<file path="config.mk">
export PLATFORM = sky130hd
export DESIGN_NAME = dtmf_steer_latch
export DESIGN_NICKNAME = d
export VERILOG_FILES = /design/src/rtl/steer_pkg.sv /design/src/rtl/tone_steer_detect.sv /design/src/rtl/steer_datapath.sv /design/src/rtl/steer_ctrl.sv /design/src/rtl/dtmf_steer_latch.sv
export SDC_FILE = /design/constraint.sdc
export NUM_CORES = 1
export LEC_CHECK = 0
export BUFFER_PORTS_ARGS = -buffer_cell sky130_fd_sc_hd__clkbuf_2
export CAP_MARGIN = 40
export CORE_MARGIN = 1.5
export CORE_UTILIZATION = 50
export CTS_CLUSTER_SIZE = 16
export DETAILED_ROUTE_END_ITERATION = 7
export GPL_TIMING_DRIVEN = 0
export PLACE_DENSITY = 0.76
export SYNTH_ARGS = -nofsm -noshare
export SYNTH_HDL_FRONTEND = slang
export SYNTH_SLANG_ARGS = --single-unit
</file>
<file path="constraint.sdc">
create_clock -name clk -period 4.8 [get_ports clk]
set_clock_uncertainty 0.1 [all_clocks]
set_input_delay 0.24 -clock clk [delete_from_list [all_inputs] [get_ports clk]]
set_output_delay 0.24 -clock clk [all_outputs]
set_load 0.01 [all_outputs]
</file>
<file path="src/rtl/steer_pkg.sv">
package steer_pkg;

  typedef enum logic [2:0] {
    ST_PWRUP,
    ST_IDLE,
    ST_ACQ,
    ST_SETUP,
    ST_VALID,
    ST_REL
  } steerState_t;

  // control -> datapath strobes
  typedef struct packed {
    logic cntClear;
    logic latchCode;
    logic clearCode;
  } dpStrobe_t;

endpackage

</file>
<file path="src/rtl/tone_steer_detect.sv">
module tone_steer_detect #(
  parameter int CODE_W    = 4,
  parameter int DET_TICKS = 8,
  parameter int REL_TICKS = 4
) (
  input  logic              clk,
  input  logic              rstN,
  input  logic              hold,
  input  logic              msTick,
  input  logic              tonePresent,
  input  logic [CODE_W-1:0] toneCode,
  output logic              est,
  output logic [CODE_W-1:0] estCode
);

  localparam int DW = $clog2(DET_TICKS + 1);
  localparam int RW = $clog2(REL_TICKS + 1);
  localparam logic [DW-1:0] DET_LAST = DW'(DET_TICKS - 1);
  localparam logic [RW-1:0] REL_LAST = RW'(REL_TICKS - 1);

  logic [DW-1:0]     presCnt;
  logic [RW-1:0]     absCnt;
  logic [CODE_W-1:0] candCode;
  logic              sameEst;

  assign sameEst = tonePresent && (toneCode == estCode);

  always_ff @(posedge clk or negedge rstN) begin
    if (!rstN) begin
      est      <= 1'b0;
      estCode  <= '0;
      candCode <= '0;
      presCnt  <= '0;
      absCnt   <= '0;
    end else if (hold) begin
      est      <= 1'b0;
      candCode <= '0;
      presCnt  <= '0;
      absCnt   <= '0;
    end else if (!est) begin
      absCnt <= '0;
      if (!tonePresent) begin
        presCnt <= '0;
      end else if (toneCode != candCode) begin
        candCode <= toneCode;
        presCnt  <= '0;
      end else if (msTick) begin
        if (presCnt == DET_LAST) begin
          est     <= 1'b1;
          estCode <= candCode;
          presCnt <= '0;
        end else begin
          presCnt <= presCnt + 1'b1;
        end
      end
    end else begin
      if (sameEst) begin
        absCnt <= '0;
      end else if (msTick) begin
        if (absCnt == REL_LAST) begin
          est    <= 1'b0;
          absCnt <= '0;
        end else begin
          absCnt <= absCnt + 1'b1;
        end
      end
    end
  end

  // steering only rises out of a cycle with a tone present
  assert_est_rise_tone_R1: assert property (@(posedge clk) disable iff (!rstN)
    $rose(est) |-> $past(tonePresent));

endmodule

</file>
<file path="src/rtl/steer_datapath.sv">
module steer_datapath
  import steer_pkg::*;
#(
  parameter int CODE_W = 4,
  parameter int CNT_W  = 8
) (
  input  logic              clk,
  input  logic              rstN,
  input  logic              msTick,
  input  dpStrobe_t         strb,
  input  logic [CODE_W-1:0] estCode,
  input  logic              outEnable,
  input  logic              dataValid,
  output logic [CNT_W-1:0]  cnt,
  output logic [CODE_W-1:0] latchedCode,
  output logic [CODE_W-1:0] busData,
  output logic              busDriveEn
);

  localparam logic [CNT_W-1:0] CNT_MAX = '1;

  always_ff @(posedge clk or negedge rstN) begin
    if (!rstN) begin
      cnt <= '0;
    end else if (strb.cntClear) begin
      cnt <= '0;
    end else if (msTick && cnt != CNT_MAX) begin
      cnt <= cnt + 1'b1;
    end
  end

  always_ff @(posedge clk or negedge rstN) begin
    if (!rstN) begin
      latchedCode <= '0;
    end else if (strb.clearCode) begin
      latchedCode <= '0;
    end else if (strb.latchCode) begin
      latchedCode <= estCode;
    end
  end

  assign busDriveEn = outEnable;
  assign busData    = outEnable ? latchedCode : '0;

  // bus settled when data-valid rises
  assert_bus_stable_at_dv_R4: assert property (@(posedge clk) disable iff (!rstN)
    $rose(dataValid) |-> $stable(latchedCode));

  // the latch never changes under a high data-valid
  assert_latch_while_dv_low_R7: assert property (@(posedge clk) disable iff (!rstN)
    (latchedCode != $past(latchedCode)) |-> !dataValid);

endmodule

</file>
<file path="src/rtl/steer_ctrl.sv">
module steer_ctrl
  import steer_pkg::*;
#(
  parameter int CODE_W      = 4,
  parameter int CNT_W       = 8,
  parameter int GUARD_W     = 6,
  parameter int SETUP_TICKS = 4,
  parameter int PU_TICKS    = 30
) (
  input  logic               clk,
  input  logic               rstN,
  input  logic               powerDown,
  input  logic               est,
  input  logic [CODE_W-1:0]  estCode,
  input  logic [CODE_W-1:0]  latchedCode,
  input  logic [CNT_W-1:0]   cnt,
  input  logic [GUARD_W-1:0] acqGuard,
  input  logic [GUARD_W-1:0] relGuard,
  output dpStrobe_t          strb,
  output logic               dataValid,
  output logic               holdDet
);

  localparam logic [CNT_W-1:0] PU_LIM    = CNT_W'(PU_TICKS);
  localparam logic [CNT_W-1:0] SETUP_LIM = CNT_W'(SETUP_TICKS);

  steerState_t      state, stateNxt;
  logic             dvNxt;
  logic [CNT_W-1:0] acqLim, relLim;

  assign acqLim  = CNT_W'(acqGuard);
  assign relLim  = CNT_W'(relGuard);
  assign holdDet = powerDown || (state == ST_PWRUP);

  always_comb begin
    stateNxt = state;
    dvNxt    = dataValid;
    strb     = '0;
    if (powerDown) begin
      stateNxt       = ST_PWRUP;
      dvNxt          = 1'b0;
      strb.cntClear  = 1'b1;
      strb.clearCode = 1'b1;
    end else begin
      unique case (state)
        ST_PWRUP: begin
          dvNxt = 1'b0;
          if (cnt >= PU_LIM) begin
            stateNxt      = ST_IDLE;
            strb.cntClear = 1'b1;
          end
        end
        ST_IDLE: begin
          dvNxt = 1'b0;
          if (est) begin
            stateNxt      = ST_ACQ;
            strb.cntClear = 1'b1;
          end
        end
        ST_ACQ: begin
          if (!est) begin
            stateNxt = ST_IDLE;
          end else if (cnt >= acqLim) begin
            stateNxt       = ST_SETUP;
            strb.latchCode = 1'b1;
            strb.cntClear  = 1'b1;
          end
        end
        ST_SETUP: begin
          if (cnt >= SETUP_LIM) begin
            stateNxt = ST_VALID;
            dvNxt    = 1'b1;
          end
        end
        ST_VALID: begin
          if (!est) begin
            stateNxt      = ST_REL;
            strb.cntClear = 1'b1;
          end
        end
        ST_REL: begin
          if (est) begin
            strb.cntClear = 1'b1;
            if (estCode == latchedCode) begin
              stateNxt = ST_VALID;
            end else begin
              stateNxt = ST_ACQ;
              dvNxt    = 1'b0;
            end
          end else if (cnt >= relLim) begin
            stateNxt = ST_IDLE;
            dvNxt    = 1'b0;
          end
        end
        default: begin
          stateNxt = ST_PWRUP;
          dvNxt    = 1'b0;
        end
      endcase
    end
  end

  always_ff @(posedge clk or negedge rstN) begin
    if (!rstN) begin
      state     <= ST_PWRUP;
      dataValid <= 1'b0;
    end else begin
      state     <= stateNxt;
      dataValid <= dvNxt;
    end
  end

  // power-down empties the outputs on the next edge
  assert_pd_idle_R9: assert property (@(posedge clk) disable iff (!rstN)
    powerDown |=> (!dataValid && !est));

  // a digit is flagged only after steering was up
  assert_dv_needs_steer_R2: assert property (@(posedge clk) disable iff (!rstN)
    $rose(dataValid) |-> $past(est));

  // nothing is flagged during the power-up wait
  assert_no_dv_in_pwrup_R10: assert property (@(posedge clk) disable iff (!rstN)
    (state == ST_PWRUP) |-> !dataValid);

endmodule

</file>
<file path="src/rtl/dtmf_steer_latch.sv">
module dtmf_steer_latch
  import steer_pkg::*;
#(
  parameter int CODE_W      = 4,
  parameter int GUARD_W     = 6,
  parameter int CNT_W       = 8,
  parameter int DET_TICKS   = 8,
  parameter int REL_TICKS   = 4,
  parameter int SETUP_TICKS = 4,
  parameter int PU_TICKS    = 30
) (
  input  logic               clk,
  input  logic               rstN,
  input  logic               msTick,
  input  logic               tonePresent,
  input  logic [CODE_W-1:0]  toneCode,
  input  logic               powerDown,
  input  logic               outEnable,
  input  logic [GUARD_W-1:0] acqGuard,
  input  logic [GUARD_W-1:0] relGuard,
  output logic               earlySteer,
  output logic [CODE_W-1:0]  busData,
  output logic               busDriveEn,
  output logic               dataValid
);

  dpStrobe_t         strb;
  logic              est;
  logic              holdDet;
  logic [CODE_W-1:0] estCode;
  logic [CODE_W-1:0] latchedCode;
  logic [CNT_W-1:0]  cnt;

  tone_steer_detect #(
    .CODE_W(CODE_W), .DET_TICKS(DET_TICKS), .REL_TICKS(REL_TICKS)
  ) u_detect (
    .clk(clk), .rstN(rstN), .hold(holdDet), .msTick(msTick),
    .tonePresent(tonePresent), .toneCode(toneCode),
    .est(est), .estCode(estCode)
  );

  steer_ctrl #(
    .CODE_W(CODE_W), .CNT_W(CNT_W), .GUARD_W(GUARD_W),
    .SETUP_TICKS(SETUP_TICKS), .PU_TICKS(PU_TICKS)
  ) u_ctrl (
    .clk(clk), .rstN(rstN), .powerDown(powerDown), .est(est),
    .estCode(estCode), .latchedCode(latchedCode), .cnt(cnt),
    .acqGuard(acqGuard), .relGuard(relGuard),
    .strb(strb), .dataValid(dataValid), .holdDet(holdDet)
  );

  steer_datapath #(
    .CODE_W(CODE_W), .CNT_W(CNT_W)
  ) u_dp (
    .clk(clk), .rstN(rstN), .msTick(msTick), .strb(strb),
    .estCode(estCode), .outEnable(outEnable), .dataValid(dataValid),
    .cnt(cnt), .latchedCode(latchedCode),
    .busData(busData), .busDriveEn(busDriveEn)
  );

  assign earlySteer = est;

endmodule

</file>
==> results_dict.tcl <==
set metrics [dict create \
    outcome "finished, final reports clean" \
    synth_xor_area_frac 0.0705 \
    cts_tree "yes" \
    relSlewSlack 0.479 \
    power_density_mw_per_mm2 308 \
    r2r-end "u_ctrl.state[0]" \
    drt_pass1_iterations 4 \
    nFillCells 387 \
    cts_buffer_depth 2 \
    area_growth_pct 13.9 \
    hold_viol 0 \
    synthMuxAreaShare 0.0772 \
    met3_usage 0.0491 \
    synthAdderAreaFrac 0.0895 \
    synthCells 237 \
    vias_per_cell 5.53 \
    grt_first_pass_wirelength_mm 7.49 \
    io_buffers 28 \
    synthArstFlopShare 1.00 \
    pin_count 29 \
    critPathSlowestCell "dfrtp_1" \
    rsz0062_at_grt "no" \
    ctsResizeCount 0 \
    dieArea_sq_mm 0.00488 \
    hold_path_class "in2reg" \
    timing.setup.tns_ps 0 \
    min_to "u_detect.candCode[3]" \
    clkPwrFrac 0.281 \
    setup_ws_ps 2320 \
    antenna_found_initial 0 \
    antenna_cells 0 \
    drt_iter0_markers 70 \
    synth-main-ff-cell "dfrtp_1" \
    wirelength_mm 4.27 \
    path_class "reg2reg" \
    netlist_top_cells_area "dfrtp_1, ha_1, nor2_1" \
    ff2ff_path_depth 7 \
    fmax_mhz 404 \
    synth_edf_count 0 \
    num_rows 24 \
    use_met2 0.328 \
    top_usage_layer "met2" \
    start_kind "register" \
    vias 1798 \
    ys_ff_latch 32 \
    nets 311 \
    synth_cell_type_count 51 \
    drv_slew 0 \
    ff2ff_setup_slack_ps 2320 \
    drc 0 \
    antenna_left 0 \
    switching_share 0.320 \
    hp-start "toneCode[3]" \
    htree_levels 2 \
    initial_core_util 0.517 \
    syn_area_sq_mm 0.00224 \
    grt_remaining_overflow 0 \
    grtUsageTotal 0.192 \
    yosys.area_share.simple 0.231 \
    synth_top_area_frac 0.358 \
    syn_avg_cell_area_sq_um 9.44 \
    post-route-min-period_ps 2480 \
    use_met1 0.241 \
    endpoint_kind "register" \
    syn-num-nets 275 \
    gp_congestion 0.766 \
    clock-sinks 32 \
    ctsHoldBuffers 1 \
    hold-path-cell-count 3 \
    layout-drive-gt1-share 0.216 \
    combPwrFrac 0.321 \
    synth_warnings 0 \
    period_share 0.516 \
    wl_per_cell_microns 13.1 \
    critical_path_required_ps 4870 \
    crit_chain "ha_1 > a2111oi_2 > o21ai_1 > a21oi_2 > a21oi_1 > o311ai_2 > mux2_2" \
    synth_commonest_cells "dfrtp_1, nor2_1, ha_1, nand2_1, inv_1" \
    clk_latency_ps 280 \
    critPathMaxStageDelay_ps 460 \
    seq_area_frac_synth 0.358 \
    dp_slack_ps 2340 \
    synth_top_family_by_area "simple AND/OR/NAND/NOR gates" \
    p_int_uw 534 \
    multi_input_area_sq_mm 0.00133 \
    synth-compound-area-share 0.124 \
    max_cap_viol_count 0 \
    post_cts_buffers 0 \
    power_frac_seq 0.397 \
    post-dp-hpwl_mm 3.22 \
    root_buffer "clkbuf_8" \
    crit_fanout 7 \
    yosysTopAreaCell "dfrtp_1" \
    rr_startpoint "u_dp.cnt[5]" \
    grt_pass1_vias 1731 \
    cts_buffers 5 \
    p_sw_uw 251 \
    power_leakage_nw 1.32 \
    seq_area_sq_um 801 \
    finalSetupViolations 0 \
    die_w_microns 69.9 \
    crit_arrival_ps 2550 \
    max-vdd-ir-drop_uv 156 \
    clkTransAtPathRegs_ps 60 \
    die_y_microns 69.9 \
    core-area_sq_mm 0.00432 \
    worst_slew_pin_slew_ps 781 \
    grt_max_degree 33 \
]
-- worst max path at each step --
stage | startpoint | end | slack [ps] | depth (start not counted)
after detailed placement | u_dp.cnt[5] | u_ctrl.state[0] | 2340 | 7
after CTS | u_dp.cnt[5] | u_ctrl.state[0] | 2310 | 7
final | u_dp.cnt[5] | u_ctrl.state[0] | 2320 | 7
after global routing | u_dp.cnt[5] | u_ctrl.state[2] | 2190 | 7
after global placement | u_dp.cnt[5] | u_ctrl.state[0] | 2330 | 7
after floorplan | u_dp.cnt[5] | u_ctrl.state[0] | 2530 | 7
-- layout make-up --
class,instances,share of cell area
multi-input cells,183,0.520
flip-flops and latches,32,0.314
repair buffers,29,0.0589
clock buffers,7,0.0378
well taps,52,0.0255
plain buffers,9,0.0245
inverters,13,0.0191
-- sequential cells by signal (all words and copies together) (netlist names) --
register / count
u_ctrl.dataValid: 1
u_dp.latchedCode: 4
u_ctrl.state: 3
u_detect.absCnt: 3
u_detect.est: 1
u_detect.candCode: 4
u_detect.presCnt: 4
u_detect.estCode: 4
u_dp.cnt: 8
-- critical path, delay by kind of cell, from the launching register on --
kind                     cells  cell delay (ps)
AO/OA/AOI/OAI                5             1080
multiplexers                 1              380
adder cells (fa/ha/maj)      1              340
flip-flops                   1              460
-- cell usage in the layout (no fill, tap or decap), types with 4 or more instances in the layout --
master and n:
clkbuf_8 7, mux2i_1 9, nor2_1 32, nand2_1 16
ha_1 16, nand3_1 10, inv_1 13, nand4_1 4
and2_1 5, mux2_2 6, xnor2_1 7, nand2b_1 6
a21oi_1 9, xor2_1 11, clkbuf_2 28, o21ai_0 6
nor3_1 4, dfrtp_1 32
-- power groups by stage --
stage               clock (mW)  combinational (mW)  sequential (mW)
floorplan                    0               0.202            0.310
global placement             0               0.248            0.316
detailed placement           0               0.252            0.317
CTS                      0.227               0.254            0.312
global route             0.240               0.280            0.316
finish                   0.221               0.252            0.312
-- layer usage --
layer,vias up,share of wire
li1,895,-
met4,0,0.012
met2,32,0.49
met3,6,0.045
met5,-,0
met1,865,0.45
-- per-stage QoR --
stage	utilization	hold WS [ps]	instance area [sq um]	std cells	power (mW)
2_1_floorplan	-	-156	2240	237	0.512
3_3_place_gp	0.565	264	2440	317	0.564
3_5_place_dp	0.565	270	2440	317	0.569
4_1_cts	0.589	163	2550	325	0.793
5_1_grt	0.589	185	2550	325	0.835
6_report	0.589	166	2550	325	0.785
-- cells by family after synthesis --
kind of cell | count (synthesis)
XOR/XNOR | 18
adder cells (fa/ha/maj) | 16
buffers and inverters | 22
flip-flops | 32
AO/OA/AOI/OAI | 36
AND/OR/NAND/NOR | 97
multiplexers | 16
Power figures use the tool's default switching activity.
